File: config.mk
export PLATFORM = sky130hd
export DESIGN_NAME = msi_cap_regs
export DESIGN_NICKNAME = d
export VERILOG_FILES = /design/src/rtl/msi_cap_pkg.sv /design/src/rtl/msi_cap_ctrl.sv /design/src/rtl/msi_cap_datapath.sv /design/src/rtl/msi_cap_regs.sv
export SDC_FILE = /design/constraint.sdc
export NUM_CORES = 1
export LEC_CHECK = 0
export CAP_MARGIN = 20
export CELL_PAD_IN_SITES_DETAIL_PLACEMENT = 1
export CELL_PAD_IN_SITES_GLOBAL_PLACEMENT = 1
export CORE_UTILIZATION = 29
export DETAILED_ROUTE_END_ITERATION = 16
export PLACE_DENSITY_LB_ADDON = 0.1
export SYNTH_ARGS = -nofsm -noshare
export SYNTH_HDL_FRONTEND = slang
export SYNTH_SLANG_ARGS = --single-unit
File: constraint.sdc
create_clock -name clk -period 2 [get_ports clk]
set_input_delay 0.2 -clock clk [delete_from_list [all_inputs] [get_ports clk]]
set_output_delay 0.2 -clock clk [all_outputs]
set_load 0.01 [all_outputs]
File: src/rtl/msi_cap_pkg.sv
package msi_cap_pkg;

  typedef enum logic [2:0] {
    RD_NONE,
    RD_CTRL,
    RD_ALO,
    RD_AHI,
    RD_DATA,
    RD_MASK,
    RD_PEND
  } rdSel_e;

  // Strobes from the decoder to the register datapath.
  typedef struct packed {
    logic       hit;
    logic       isWrite;
    logic       wrCtrl;
    logic       wrAddrLo;
    logic       wrAddrHi;
    logic       wrData;
    logic       wrMask;
    logic [3:0] byteEn;
    rdSel_e     rdSel;
  } capStrobe_t;

  // Window length in bytes for a build-option combination.
  function automatic int capLengthBytes(input bit addr64, input bit perVecMask);
    if (addr64) return perVecMask ? 'h18 : 'h0E;
    return perVecMask ? 'h14 : 'h0A;
  endfunction

  function automatic logic [31:0] byteMerge(input logic [31:0] oldVal,
                                            input logic [31:0] newVal,
                                            input logic [3:0]  be);
    logic [31:0] res;
    for (int b = 0; b < 4; b++) res[8*b +: 8] = be[b] ? newVal[8*b +: 8] : oldVal[8*b +: 8];
    return res;
  endfunction

  // Bits 0 .. 2^lg-1 set.
  function automatic logic [31:0] vecLowMask(input logic [2:0] lg);
    logic [31:0] m;
    for (int i = 0; i < 32; i++) m[i] = (i < (1 << lg));
    return m;
  endfunction

endpackage

File: src/rtl/msi_cap_ctrl.sv
module msi_cap_ctrl
  import msi_cap_pkg::*;
#(
  parameter bit ADDR64       = 1'b1,
  parameter bit PER_VEC_MASK = 1'b1,
  parameter int IDX_W        = 6
) (
  input  logic             accValid,
  input  logic             accWrite,
  input  logic [IDX_W-1:0] accAddr,
  input  logic [3:0]       accByteEn,
  output capStrobe_t       stb
);

  localparam int CAP_LEN = capLengthBytes(ADDR64, PER_VEC_MASK);
  localparam int WIN_DW  = (CAP_LEN + 3) / 4;
  localparam int DATA_I  = ADDR64 ? 3 : 2;
  localparam int MASK_I  = DATA_I + 1;
  localparam int PEND_I  = MASK_I + 1;

  localparam logic [IDX_W-1:0] WIN_END  = IDX_W'(WIN_DW);
  localparam logic [IDX_W-1:0] IDX_CTRL = IDX_W'(0);
  localparam logic [IDX_W-1:0] IDX_ALO  = IDX_W'(1);
  localparam logic [IDX_W-1:0] IDX_AHI  = IDX_W'(2);
  localparam logic [IDX_W-1:0] IDX_DATA = IDX_W'(DATA_I);
  localparam logic [IDX_W-1:0] IDX_MASK = IDX_W'(MASK_I);
  localparam logic [IDX_W-1:0] IDX_PEND = IDX_W'(PEND_I);

  logic   inWin;
  rdSel_e target;

  always_comb begin
    inWin  = (accAddr < WIN_END);
    target = RD_NONE;
    if (accAddr == IDX_CTRL)                         target = RD_CTRL;
    else if (accAddr == IDX_ALO)                     target = RD_ALO;
    else if (ADDR64 && accAddr == IDX_AHI)           target = RD_AHI;
    else if (accAddr == IDX_DATA)                    target = RD_DATA;
    else if (PER_VEC_MASK && accAddr == IDX_MASK)    target = RD_MASK;
    else if (PER_VEC_MASK && accAddr == IDX_PEND)    target = RD_PEND;
  end

  always_comb begin
    stb        = '0;
    stb.byteEn = accByteEn;
    stb.rdSel  = RD_NONE;
    if (accValid && inWin) begin
      stb.hit     = 1'b1;
      stb.isWrite = accWrite;
      if (accWrite) begin
        stb.wrCtrl   = (target == RD_CTRL);
        stb.wrAddrLo = (target == RD_ALO);
        stb.wrAddrHi = (target == RD_AHI);
        stb.wrData   = (target == RD_DATA);
        stb.wrMask   = (target == RD_MASK);
      end else begin
        stb.rdSel = target;
      end
    end
  end

endmodule

File: src/rtl/msi_cap_datapath.sv
module msi_cap_datapath
  import msi_cap_pkg::*;
#(
  parameter bit ADDR64       = 1'b1,
  parameter bit PER_VEC_MASK = 1'b1,
  parameter int CAP_LOG2     = 3
) (
  input  logic        clk,
  input  logic        rstN,
  input  capStrobe_t  stb,
  input  logic [31:0] accWdata,
  input  logic [31:0] pendSet,
  input  logic [31:0] pendClr,
  output logic [31:0] rdData,
  output logic        msiEnable,
  output logic [2:0]  vecCountLog2,
  output logic [63:0] msgAddr,
  output logic [15:0] msgData,
  output logic [31:0] vecMask,
  output logic [31:0] vecPending,
  output logic        writeHit
);

  localparam int          NVEC       = 1 << CAP_LOG2;
  localparam logic [63:0] CAP_MASK_W = (64'd1 << NVEC) - 64'd1;
  localparam logic [31:0] CAP_MASK   = CAP_MASK_W[31:0];
  localparam logic [2:0]  CAP_FIELD  = 3'(CAP_LOG2);
  localparam logic [31:0] ALO_WMASK  = 32'hFFFF_FFFC;

  logic        enQ, enD;
  logic [2:0]  qQ, qD;
  logic [31:0] aloQ, aloD;
  logic [15:0] dataQ, dataD;
  logic [31:0] ahiQ, maskQ, pendQ;
  logic        wrHitQ;
  logic        wrAny;

  assign wrAny = stb.hit && stb.isWrite;

  always_comb begin
    enD   = enQ;
    qD    = qQ;
    aloD  = aloQ;
    dataD = dataQ;
    if (stb.wrCtrl && stb.byteEn[2]) begin
      enD = accWdata[16];
      qD  = accWdata[22:20];
    end
    // Clamp the enabled count once the function is enabled.
    if (wrAny && enD && (qD > CAP_FIELD)) qD = CAP_FIELD;
    if (stb.wrAddrLo) aloD = byteMerge(aloQ, accWdata, stb.byteEn) & ALO_WMASK;
    if (stb.wrData) begin
      if (stb.byteEn[0]) dataD[7:0]  = accWdata[7:0];
      if (stb.byteEn[1]) dataD[15:8] = accWdata[15:8];
    end
  end

  always_ff @(posedge clk or negedge rstN) begin
    if (!rstN) begin
      enQ    <= 1'b0;
      qQ     <= '0;
      aloQ   <= '0;
      dataQ  <= '0;
      wrHitQ <= 1'b0;
    end else begin
      enQ    <= enD;
      qQ     <= qD;
      aloQ   <= aloD;
      dataQ  <= dataD;
      wrHitQ <= wrAny;
    end
  end

  generate
    if (ADDR64) begin : gAddrHi
      always_ff @(posedge clk or negedge rstN) begin
        if (!rstN)             ahiQ <= '0;
        else if (stb.wrAddrHi) ahiQ <= byteMerge(ahiQ, accWdata, stb.byteEn);
      end
    end else begin : gNoAddrHi
      assign ahiQ = '0;
    end
  endgenerate

  generate
    if (PER_VEC_MASK) begin : gMask
      logic [31:0] trimmed;
      logic [31:0] pendD;

      always_comb begin
        trimmed = pendQ;
        if (wrAny && enD) trimmed = pendQ & vecLowMask(qD);
        pendD = ((trimmed & ~pendClr) | pendSet) & CAP_MASK;
      end

      always_ff @(posedge clk or negedge rstN) begin
        if (!rstN) begin
          maskQ <= '0;
          pendQ <= '0;
        end else begin
          if (stb.wrMask) maskQ <= byteMerge(maskQ, accWdata, stb.byteEn) & CAP_MASK;
          pendQ <= pendD;
        end
      end


      mask_range_chk: assert property (@(posedge clk) disable iff (!rstN)
        (vecMask & ~CAP_MASK) == 32'h0);


      pend_range_chk: assert property (@(posedge clk) disable iff (!rstN)
        (vecPending & ~CAP_MASK) == 32'h0);


      pend_set_chk: assert property (@(posedge clk) disable iff (!rstN)
        ((pendSet & CAP_MASK) != 32'h0) |=>
          ((vecPending & $past(pendSet & CAP_MASK)) == $past(pendSet & CAP_MASK)));
    end else begin : gNoMask
      assign maskQ = '0;
      assign pendQ = '0;
    end
  endgenerate

  always_comb begin
    case (stb.rdSel)
      RD_CTRL: rdData = {7'b0, PER_VEC_MASK, ADDR64, qQ, CAP_FIELD, enQ, 16'h0};
      RD_ALO:  rdData = aloQ;
      RD_AHI:  rdData = ahiQ;
      RD_DATA: rdData = {16'h0, dataQ};
      RD_MASK: rdData = maskQ;
      RD_PEND: rdData = pendQ;
      default: rdData = '0;
    endcase
  end

  assign msiEnable    = enQ;
  assign vecCountLog2 = qQ;
  assign msgAddr      = {ahiQ, aloQ};
  assign msgData      = dataQ;
  assign vecMask      = maskQ;
  assign vecPending   = pendQ;
  assign writeHit     = wrHitQ;


  one_target_chk: assert property (@(posedge clk) disable iff (!rstN)
    $onehot0({stb.wrCtrl, stb.wrAddrLo, stb.wrAddrHi, stb.wrData, stb.wrMask}));


  en_hold_chk: assert property (@(posedge clk) disable iff (!rstN)
    !(stb.wrCtrl && stb.byteEn[2]) |=> $stable(msiEnable));


  count_clamp_chk: assert property (@(posedge clk) disable iff (!rstN)
    wrAny |=> (!msiEnable || vecCountLog2 <= CAP_FIELD));


  addr_hold_chk: assert property (@(posedge clk) disable iff (!rstN)
    !stb.wrAddrLo |=> $stable(msgAddr[31:0]));


  data_hold_chk: assert property (@(posedge clk) disable iff (!rstN)
    !stb.wrData |=> $stable(msgData));


  write_hit_chk: assert property (@(posedge clk) disable iff (!rstN)
    wrAny |=> writeHit);


  write_hit_idle_chk: assert property (@(posedge clk) disable iff (!rstN)
    !wrAny |=> !writeHit);

endmodule

File: src/rtl/msi_cap_regs.sv
module msi_cap_regs
  import msi_cap_pkg::*;
#(
  parameter bit ADDR64       = 1'b1,
  parameter bit PER_VEC_MASK = 1'b1,
  parameter int CAP_LOG2     = 3,
  parameter int IDX_W        = 6
) (
  input  logic             clk,
  input  logic             rstN,
  input  logic             accValid,
  input  logic             accWrite,
  input  logic [IDX_W-1:0] accAddr,
  input  logic [3:0]       accByteEn,
  input  logic [31:0]      accWdata,
  output logic [31:0]      rdData,
  input  logic [31:0]      pendSet,
  input  logic [31:0]      pendClr,
  output logic             msiEnable,
  output logic [2:0]       vecCountLog2,
  output logic [63:0]      msgAddr,
  output logic [15:0]      msgData,
  output logic [31:0]      vecMask,
  output logic [31:0]      vecPending,
  output logic             writeHit
);

  capStrobe_t stb;

  msi_cap_ctrl #(
    .ADDR64      (ADDR64),
    .PER_VEC_MASK(PER_VEC_MASK),
    .IDX_W       (IDX_W)
  ) u_ctrl (
    .accValid (accValid),
    .accWrite (accWrite),
    .accAddr  (accAddr),
    .accByteEn(accByteEn),
    .stb      (stb)
  );

  msi_cap_datapath #(
    .ADDR64      (ADDR64),
    .PER_VEC_MASK(PER_VEC_MASK),
    .CAP_LOG2    (CAP_LOG2)
  ) u_dp (
    .clk         (clk),
    .rstN        (rstN),
    .stb         (stb),
    .accWdata    (accWdata),
    .pendSet     (pendSet),
    .pendClr     (pendClr),
    .rdData      (rdData),
    .msiEnable   (msiEnable),
    .vecCountLog2(vecCountLog2),
    .msgAddr     (msgAddr),
    .msgData     (msgData),
    .vecMask     (vecMask),
    .vecPending  (vecPending),
    .writeHit    (writeHit)
  );

endmodule

==> results of run 1 <==
cell families (layout without fill, tap and decap cells):
logic type | after synthesis | after routing | synth area share (%)
compound gates | 57 | 57 | 9.25
buf+inv | 75 | 296 | 9.83
flops | 99 | 99 | 48.1
mux | 95 | 95 | 21.2
other cells | 1 | 51 | 0.0728
simple gates | 76 | 76 | 11.5
Yosys cell counts (all sizes together) (6+ instances only):
library cell / n / area share (%)
a22o: 8 / 1.4
and2: 17 / 2.1
buf: 65 / 9.1
inv: 10 / 0.73
nand2b: 7 / 0.85
nand3: 9 / 0.87
nor2: 8 / 0.63
mux2: 90 / 20
nand2: 6 / 0.49
a221o: 24 / 4.7
dfrtp: 99 / 48
a21oi: 8 / 0.78
routing by layer:
metal	global-route usage, %	share of wire, %	up-vias	wire, µm
met3	3.85	6.0	19	988
met5	0	0	-	0
met1	23.4	43	2053	7210
li1	-	-	1908	-
met4	6.62	1.9	0	320
met2	31.0	49	155	8080
timing repair:
action,4_1_cts,5_1_grt
setup buffers,20,3
endpoints found under the hold margin,17,0
cloned,3,0
hold buffers,1,0
pin swaps,9,8
resized for setup,166,14
setup endpoints to repair,81,22
flip-flops by register name (all words and copies together) (netlist names):
signal / cells
u_dp.aloQ: 30
u_dp.ahiQ: 32
u_dp.msiEnable: 1
u_dp.msgData: 16
u_dp.vecMask: 8
u_dp.writeHit: 1
u_dp.vecPending: 8
u_dp.vecCountLog2: 3
area by class of cell:
cell class | count | area share [%]
Timing Repair Buffer | 271 | 31.9
Sequential cell | 99 | 30.5
Multi-Input combinational cell | 278 | 30.0
Tap cell | 225 | 3.47
Clock buffer | 9 | 2.78
Clock inverter | 6 | 0.817
Inverter | 10 | 0.463
Antenna cell | 1 | 0.0308
report_power, final:
group | internal [W] | switching (W) | leakage, nW
Clock | 0.000965 | 0.000761 | 0.134
Sequential | 0.00205 | 0.0000480 | 1.35
Combinational | 0.000294 | 0.000256 | 2.38
worst max-delay path by stage:
stage                           from    endpoint  depth (start not counted)
after floorplan           accAddr[2]  rdData[11]                          8
after global placement    accAddr[3]  rdData[11]                          7
after detailed placement  accAddr[3]  rdData[10]                          7
after CTS                 accAddr[4]  rdData[10]                          9
after global routing      accAddr[0]  rdData[14]                          9
final                     accAddr[0]  rdData[10]                          9
metrics by stage:
step           setup WS (ps)  hold slack [ps]  setup TNS (ps)
6_report                59.6              290               0
3_5_place_dp            -697             87.8          -55020
3_3_place_gp            -666             87.6          -51130
4_1_cts                -5.98              279           -7.00
5_1_grt                 4.28              318               0
2_1_floorplan            255            -95.6               0
critical path: stages:
cell	delay, ps
dlygate4sd2_1	290
and2b_1	190
nor4b_4	130
buf_4	130
buf_6	130
buf_12	130
and2_1	150
a221o_1	260
buf_2	140
==> impl_metrics.csv, run 1 <==
group,metric,value,unit
cells_and_area,fillers,1839,
grt,grt_pass1_vias,4423,
cells_and_area,final_cell_mix,"151 x clkdlybuf4s50_1, 99 x dfrtp_1, 82 x mux2_2",
critical_path,ff2ff_path_depth,5,
die,die_area,18300,µm²
run_status,status,"complete, no violations",
die,core,17300,µm²
clocking,cts_tree,"yes",
critical_path,r2r_slack,630,ps
timing,fmax,515,MHz
route,wl,16600,µm
die,die_w,135,µm
power_and_ir_drop,p_total,0.00437,W
synth,avgSynthCellArea,12.8,µm²
critical_path,worstSetupStartpointType,"primary input",
power_and_ir_drop,pwr_density_cell,539,nW/µm²
timing,post-route-min-period,1940,ps
route,drc,0,
synth,syn-cell-area,5150,µm²
power_and_ir_drop,vdd.ir_drop.worst,0.381,mV
timing,period_share,97.0,%
cells_and_area,final_cells,899,
die,die_y,135,µm
critical_path,worstPathRequired,1800,ps
hold_path,hold_path_class,"in2async",
timing,setup_viol,0,
critical_path,r2r_end,"u_dp.vecPending[5]",
placed_design,dp.cells,860,
power_and_ir_drop,p_leak,3.86,nW
die,rows,48,
placed_design,place_area,7620,µm²
timing,hold_viol_final,0,
clocking,clock_latency,340,ps
route,via_count,4135,
clocking,cts_made_buffers,9,
grt,antenna_found_initial,1,
synth,ys.flop_type,"dfrtp_1",
critical_path,cp_max_fo,6,
cells_and_area,area_growth,57.5,%
critical_path,worstPathArrival,1740,ps
synth,syn-instance-count,403,
route,wire_per_inst,18.5,µm
synth,yosysWarnings,0,
cells_and_area,layout_commonest_cell,"clkdlybuf4s50_1",
grt,grt_remaining_overflow,0,
synth,synth_edf_count,0,
timing,drv_slew,0,
grt,grt_pass1_wl,25400,µm
clocking,cts.clk_slew.worst_paths,70,ps
clocking,clock-root-buffer,"clkbuf_16",
critical_path,critPathKind,"in2out",
synth,ys_seq_area_share,48.1,%
grt,grt_usage,18.5,%
grt,grt_max_degree,54,
cells_and_area,drive_gt1_share,37.1,%
synth,async_flop_share,100,%
placed_design,io_buffers,192,
cells_and_area,final_design_area_no_fill,8120,µm²
clocking,ctsHtreeMaxLevel,3,
placed_design,gp_congestion,0.768,
timing,skew,4.75,ps
cells_and_area,seq_area,2480,µm²
placed_design,hpwl,12400,µm
timing,rsz0062_at_grt,"no",
synth,ys_types,43,
clocking,clockBufferDepth,2,
route,drt_iter0_drc,80,
synth,synth.ff_latch_count,99,
cells_and_area,final_nets,779,
run,maxCapViolCount,0,
route,vias_per_cell,4.60,
die,num_io_pins,291,
route,firstDrtPassIters,4,
critical_path,crit_path_end_kind,"primary output",
cells_and_area,fin_util,46.9,%
critical_path,rr_startpoint,"u_dp.vecCountLog2[2]",
die,initial_core_util,29.8,%
cells_and_area,multi_input_area,2440,µm²
route,ant_nets,0,
clocking,clock-sinks,99,
(Power assumes the default switching activity.)
==> run 2, diff against run 1 <==
- clock period: 2 -> 2.2 ns (I/O delays scaled with it)
==> run 2 against run 1 <==
Critical path depth is 1 lower. Sequential power shrank 9.5%. Power down 7.3%. First-iteration DRC count increased by 63%. Highest routed layer is now met5. Via count increased by 1.3%. Largest cell class unchanged. Count of clock-buffer cells in the layout rose by 2.
==> impl_metrics.csv, run 2 (synthesis gave the netlist of run 1 again) <==
group,metric,value,unit
run_status,status,"complete, no violations",
route,top_layer,"met5",
cells_and_area,final_nets,782,
route,m1WireLength,7430,µm
clocking,clock-sinks,99,
timing,setup_viol,0,
grt,antenna_found_initial,2,
die,die_w,135,µm
die,die_area,18300,µm²
run,maxCapViolCount,0,
critical_path,worst_path_max_delay_cell,"or3_4",
cells_and_area,largest_register_ffs,32,
timing,post-route-min-period,2140,ps
critical_path,cpLargestDelayFamily,"simple AND/OR/NAND/NOR gates",
timing,slew_headroom,56.3,%
die,die_y,135,µm
route,vias_per_cell,4.64,
cells_and_area,final_cell_mix,"151 x clkdlybuf4s50_1, 99 x dfrtp_1, 82 x mux2_2",
power_and_ir_drop,p_switching,0.000979,W
critical_path,critPathKind,"in2out",
route,wl,17100,µm
critical_path,rr_startpoint,"u_dp.vecCountLog2[2]",
timing,hold_viol_final,0,
critical_path,crit_path_end_kind,"primary output",
critical_path,cp-endpoint,"rdData[9]",
critical_path,cp_max_fo,5,
clocking,clock_latency,350,ps
timing,setup_slack,61.1,ps
grt,grt_remaining_overflow,0,
critical_path,worstSetupStartpointType,"primary input",
die,core,17300,µm²
power_and_ir_drop,seqPwrFrac,47.0,%
die,num_io_pins,291,
critical_path,cp_num_buf_inv,4,
timing,whs,442,ps
critical_path,r2r_slack,790,ps
power_and_ir_drop,p_leak,3.90,nW
timing,fmax,468,MHz
placed_design,place_ws,-537,ps
cells_and_area,area_growth,59.8,%
critical_path,worstPathRequired,1980,ps
cells_and_area,layout_commonest_cell,"clkdlybuf4s50_1",
critical_path,critPathLaunch,"accAddr[5]",
timing,drv_slew,0,
clocking,cts_made_buffers,9,
critical_path,worstPathArrival,1920,ps
route,firstDrtPassIters,4,
route,met2_length,8440,µm
critical_path,max_stage_delay,380,ps
cells_and_area,fin_util,47.6,%
route,ant_nets,0,
route,wl_met3,972,µm
power_and_ir_drop,vdd.ir_drop.worst,0.336,mV
timing,skew,4.24,ps
placed_design,io_buffers,192,
die,initial_core_util,29.8,%
grt,grt_pass1_vias,4418,
timing,period_share,97.2,%
grt,grt_usage,19.2,%
critical_path,r2r_end,"u_dp.vecPending[7]",
power_and_ir_drop,pwr_density_cell,492,nW/µm²
clocking,cts_tree,"yes",
placed_design,hpwl,12300,µm
critical_path,worstPathCellList,"dlygate4sd2_1, or3_4, nor4b_4, buf_6, buf_12, and2_1, a221o_1, clkdlybuf4s15_2",
route,drt_iter0_drc,130,
power_and_ir_drop,power_frac_clock,40.8,%
power_and_ir_drop,power_frac_comb,12.3,%
die,rows,48,
cells_and_area,drive_gt1_share,36.2,%
clocking,clockBufferDepth,2,
route,via_count,4188,
power_and_ir_drop,intPower,0.00307,W
clocking,ctsHtreeMaxLevel,3,
critical_path,ff2ff_path_depth,5,
clocking,cts.clk_slew.worst_paths,70,ps
timing,worst_pin_slew,655,ps
timing,setup-tns-final,0,ps
placed_design,place_area,7620,µm²
timing,rsz0062_at_grt,"no",
cells_and_area,largest_register,"u_dp.ahiQ",
placed_design,gp_congestion,0.760,
critical_path,worst-path-stages,8,
hold_path,hold_path_class,"in2reg",
power_and_ir_drop,power_switching_share,24.2,%
route,drc,0,
grt,grt_pass1_wl,26100,µm
cells_and_area,final_design_area_no_fill,8240,µm²
grt,grt_max_degree,54,
route,wire_per_inst,18.9,µm
clocking,clock-root-buffer,"clkbuf_16",
## run 2: changes by cell type in the layout (fill, tap and decap cells not counted), moves of 2 or more
| cell | change |
|---|---|
| buf_2 | -12 |
| buf_4 | +4 |
| buf_6 | -4 |
| clkbuf_2 | -2 |
| clkbuf_8 | +2 |
| clkdlybuf4s15_1 | +5 |
| clkdlybuf4s15_2 | +9 |
| clkinvlp_4 | -2 |
| dlymetal6s2s_1 | +2 |
## run 2: what timing repair did
action	in CTS	in global routing
cloned	4	0
pin swaps	8	7
setup endpoints to repair	32	49
hold endpoints to repair	46	0
gates resized for setup	134	16
hold buffers	1	0
setup buffers	21	1
## run 2: area by class of cell
class                           instances  area (µm²)
Clock inverter                          5        60.1
Inverter                               10        37.5
Tap cell                              225         282
Fill cell                            1847        9060
Sequential cell                        99        2480
Multi-Input combinational cell        278        2420
Antenna cell                            1        2.50
Clock buffer                           11         253
Timing Repair Buffer                  274        2710
## run 2: how the worst min path moves through the flow
stage | from | endpoint | slack (ps) | depth (start not counted)
floorplan | rstN | u_dp.ahiQ[0] | -80 | 0
global placement | rstN | u_dp.msgData[14] | 270 | 1
detailed placement | rstN | u_dp.msgData[14] | 290 | 1
CTS | pendSet[0] | u_dp.vecPending[0] | 430 | 2
global route | pendSet[0] | u_dp.vecPending[0] | 440 | 2
finish | pendSet[0] | u_dp.vecPending[0] | 440 | 2
## run 2: per-layer routing
layer | GRT usage [%] | vias up
li1 | - | 1918
met4 | 6.30 | 2
met1 | 24.4 | 2103
met5 | 0 | -
met3 | 3.89 | 15
met2 | 32.5 | 150
## run 2: power groups by stage
| stage | clock [W] | combinational (W) | sequential (W) |
|---|---|---|---|
| after CTS | 0.00171 | 0.000494 | 0.00190 |
| after global placement | 0 | 0.000474 | 0.00194 |
| after floorplan | 0 | 0.000209 | 0.00195 |
| after global routing | 0.00178 | 0.000538 | 0.00191 |
| final | 0.00165 | 0.000497 | 0.00190 |
| after detailed placement | 0 | 0.000484 | 0.00194 |
## run 2: per-stage QoR
| step | total power (W) | instances |
|---|---|---|
| 4_1_cts | 0.00411 | 901 |
| 6_report | 0.00405 | 903 |
| 3_5_place_dp | 0.00242 | 859 |
| 3_3_place_gp | 0.00241 | 859 |
| 2_1_floorplan | 0.00216 | 452 |
| 5_1_grt | 0.00423 | 903 |
==> run 3, diff against run 2 <==
- CORE_MARGIN: not set -> 5
==> run 3 against run 2 <==
Worst hold slack better by 5.3 ps. Register-to-register slack hardly changed. Final area is 2.7% lower. Critical endpoint is now rdData[30].
==> impl_metrics.csv, run 3 (synthesis gave the netlist of run 1 again) <==
group,metric,value,unit
timing,drv_slew,0,
placed_design,gp_congestion,0.784,
critical_path,ff2ff_path_depth,5,
timing,post-route-min-period,2110,ps
power_and_ir_drop,p_leak,3.82,nW
run_status,status,"complete, no violations",
cells_and_area,largest_register,"u_dp.ahiQ",
timing,slew_headroom,56.0,%
timing,skew,1.30,ps
timing,setup_viol,0,
grt,grt_usage,17.0,%
route,wl,17700,µm
grt,grt_pass1_wl,26900,µm
critical_path,worstPathArrival,1890,ps
route,wire_per_inst,19.9,µm
clocking,ctsHtreeMaxLevel,3,
die,num_io_pins,291,
critical_path,worstPathRequired,1980,ps
die,die_w,143,µm
clocking,cts_made_buffers,9,
clocking,clockBufferDepth,2,
critical_path,rr_startpoint,"u_dp.vecCountLog2[2]",
hold_path,min-delay-start,"pendSet[5]",
critical_path,critPathKind,"in2out",
power_and_ir_drop,vdd.ir_drop.worst,0.328,mV
route,via_count,4163,
cells_and_area,insertedDiodeCount,0,
cells_and_area,drive_gt1_share,34.0,%
route,met2_length,8690,µm
clocking,cts_tree,"yes",
timing,hold_viol_final,0,
critical_path,r2r_slack,800,ps
die,die_y,143,µm
cells_and_area,final_nets,772,
route,drc,0,
power_and_ir_drop,pwr_density_cell,496,nW/µm²
timing,fmax,473,MHz
timing,setup-tns-final,0,ps
cells_and_area,area_growth,55.6,%
die,initial_core_util,29.7,%
hold_path,min_delay_worst_endpoint,"u_dp.vecPending[5]",
route,firstDrtPassIters,4,
grt,grt_pass1_vias,4603,
critical_path,cp_max_fo,12,
critical_path,worstSetupStartpointType,"primary input",
route,vias_per_cell,4.67,
cells_and_area,final_cell_mix,"151 x clkdlybuf4s50_1, 99 x dfrtp_1, 82 x mux2_2",
clocking,clock-sinks,99,
grt,antenna_found_initial,1,
route,m1WireLength,7350,µm
cells_and_area,largest_register_ffs,32,
cells_and_area,fin_util,46.2,%
clocking,clock-root-buffer,"clkbuf_16",
critical_path,r2r_end,"u_dp.vecPending[4]",
die,die_area,20500,µm²
clocking,cts.clk_slew.worst_paths,60,ps
grt,grt_remaining_overflow,0,
timing,period_share,96.1,%
placed_design,hpwl,13200,µm
route,drt_iter0_drc,118,
die,rows,48,
route,wl_met3,1450,µm
placed_design,io_buffers,192,
grt,grt_max_degree,54,
critical_path,crit_path_end_kind,"primary output",
route,top_layer,"met5",
timing,worst_pin_slew,660,ps
hold_path,min_delay_path_depth,2,
hold_path,hold_path_class,"in2reg",
die,core,17400,µm²
cells_and_area,layout_commonest_cell,"clkdlybuf4s50_1",
clocking,clock_latency,340,ps
run,maxCapViolCount,0,
timing,rsz0062_at_grt,"no",
route,ant_nets,0,
critical_path,critPathLaunch,"accAddr[3]",
[run 3: what timing repair did]
action	4_1_cts	5_1_grt
buffers inserted	13	1
hold endpoints to repair	46	0
hold buffers	1	0
gates cloned	2	1
gates resized for setup	121	17
endpoints found under the setup margin	32	26
pin swaps	5	5
[run 3: how the worst max path moves through the flow]
stage | slack, ps | endpoint
after floorplan | 420 | rdData[11]
after detailed placement | -600 | rdData[15]
final | 90 | rdData[30]
after global routing | 6 | rdData[30]
after global placement | -500 | rdData[14]
after CTS | 3 | rdData[0]
[run 3: per-stage QoR]
| stage | setup slack, ps | instance area [µm²] | hold WS (ps) | instances | power [W] |
|---|---|---|---|---|---|
| finish | 85.1 | 8020 | 447 | 892 | 0.00398 |
| global route | 6.01 | 8020 | 447 | 892 | 0.00419 |
| CTS | 2.51 | 7990 | 429 | 890 | 0.00405 |
| detailed placement | -603 | 7590 | 300 | 859 | 0.00242 |
| global placement | -500 | 7590 | 288 | 859 | 0.00241 |
| floorplan | 415 | 5340 | -75.6 | 452 | 0.00216 |
[run 3: cell type report]
| type | count | area [µm²] |
|---|---|---|
| inverters | 10 | 37.5 |
| multi-input cells | 278 | 2400 |
| repair buffers | 264 | 2520 |
| flip-flops and latches | 99 | 2480 |
| fillers | 1846 | 9340 |
| clock inverters | 4 | 50.0 |
| clock buffers | 12 | 246 |
| well taps | 225 | 282 |
[run 3: worst max-delay path, cell delays in order]
cell and delay [ps]:
dlygate4sd2_1 240, or3_4 450, nor4b_4 250, buf_6 170, buf_4 150, buf_16 140, a22o_1 150, buf_2 130
[run 3: metal layers]
metal	vias to the layer above	GRT usage, %
met4	2	4.56
met1	2107	22.0
met3	15	4.43
li1	1889	-
met5	-	0
met2	150	28.3
[run 3: report_power, final]
group          internal (W)  switching (W)
Combinational      0.000260       0.000230
Sequential          0.00186      0.0000452
Clock              0.000912       0.000667
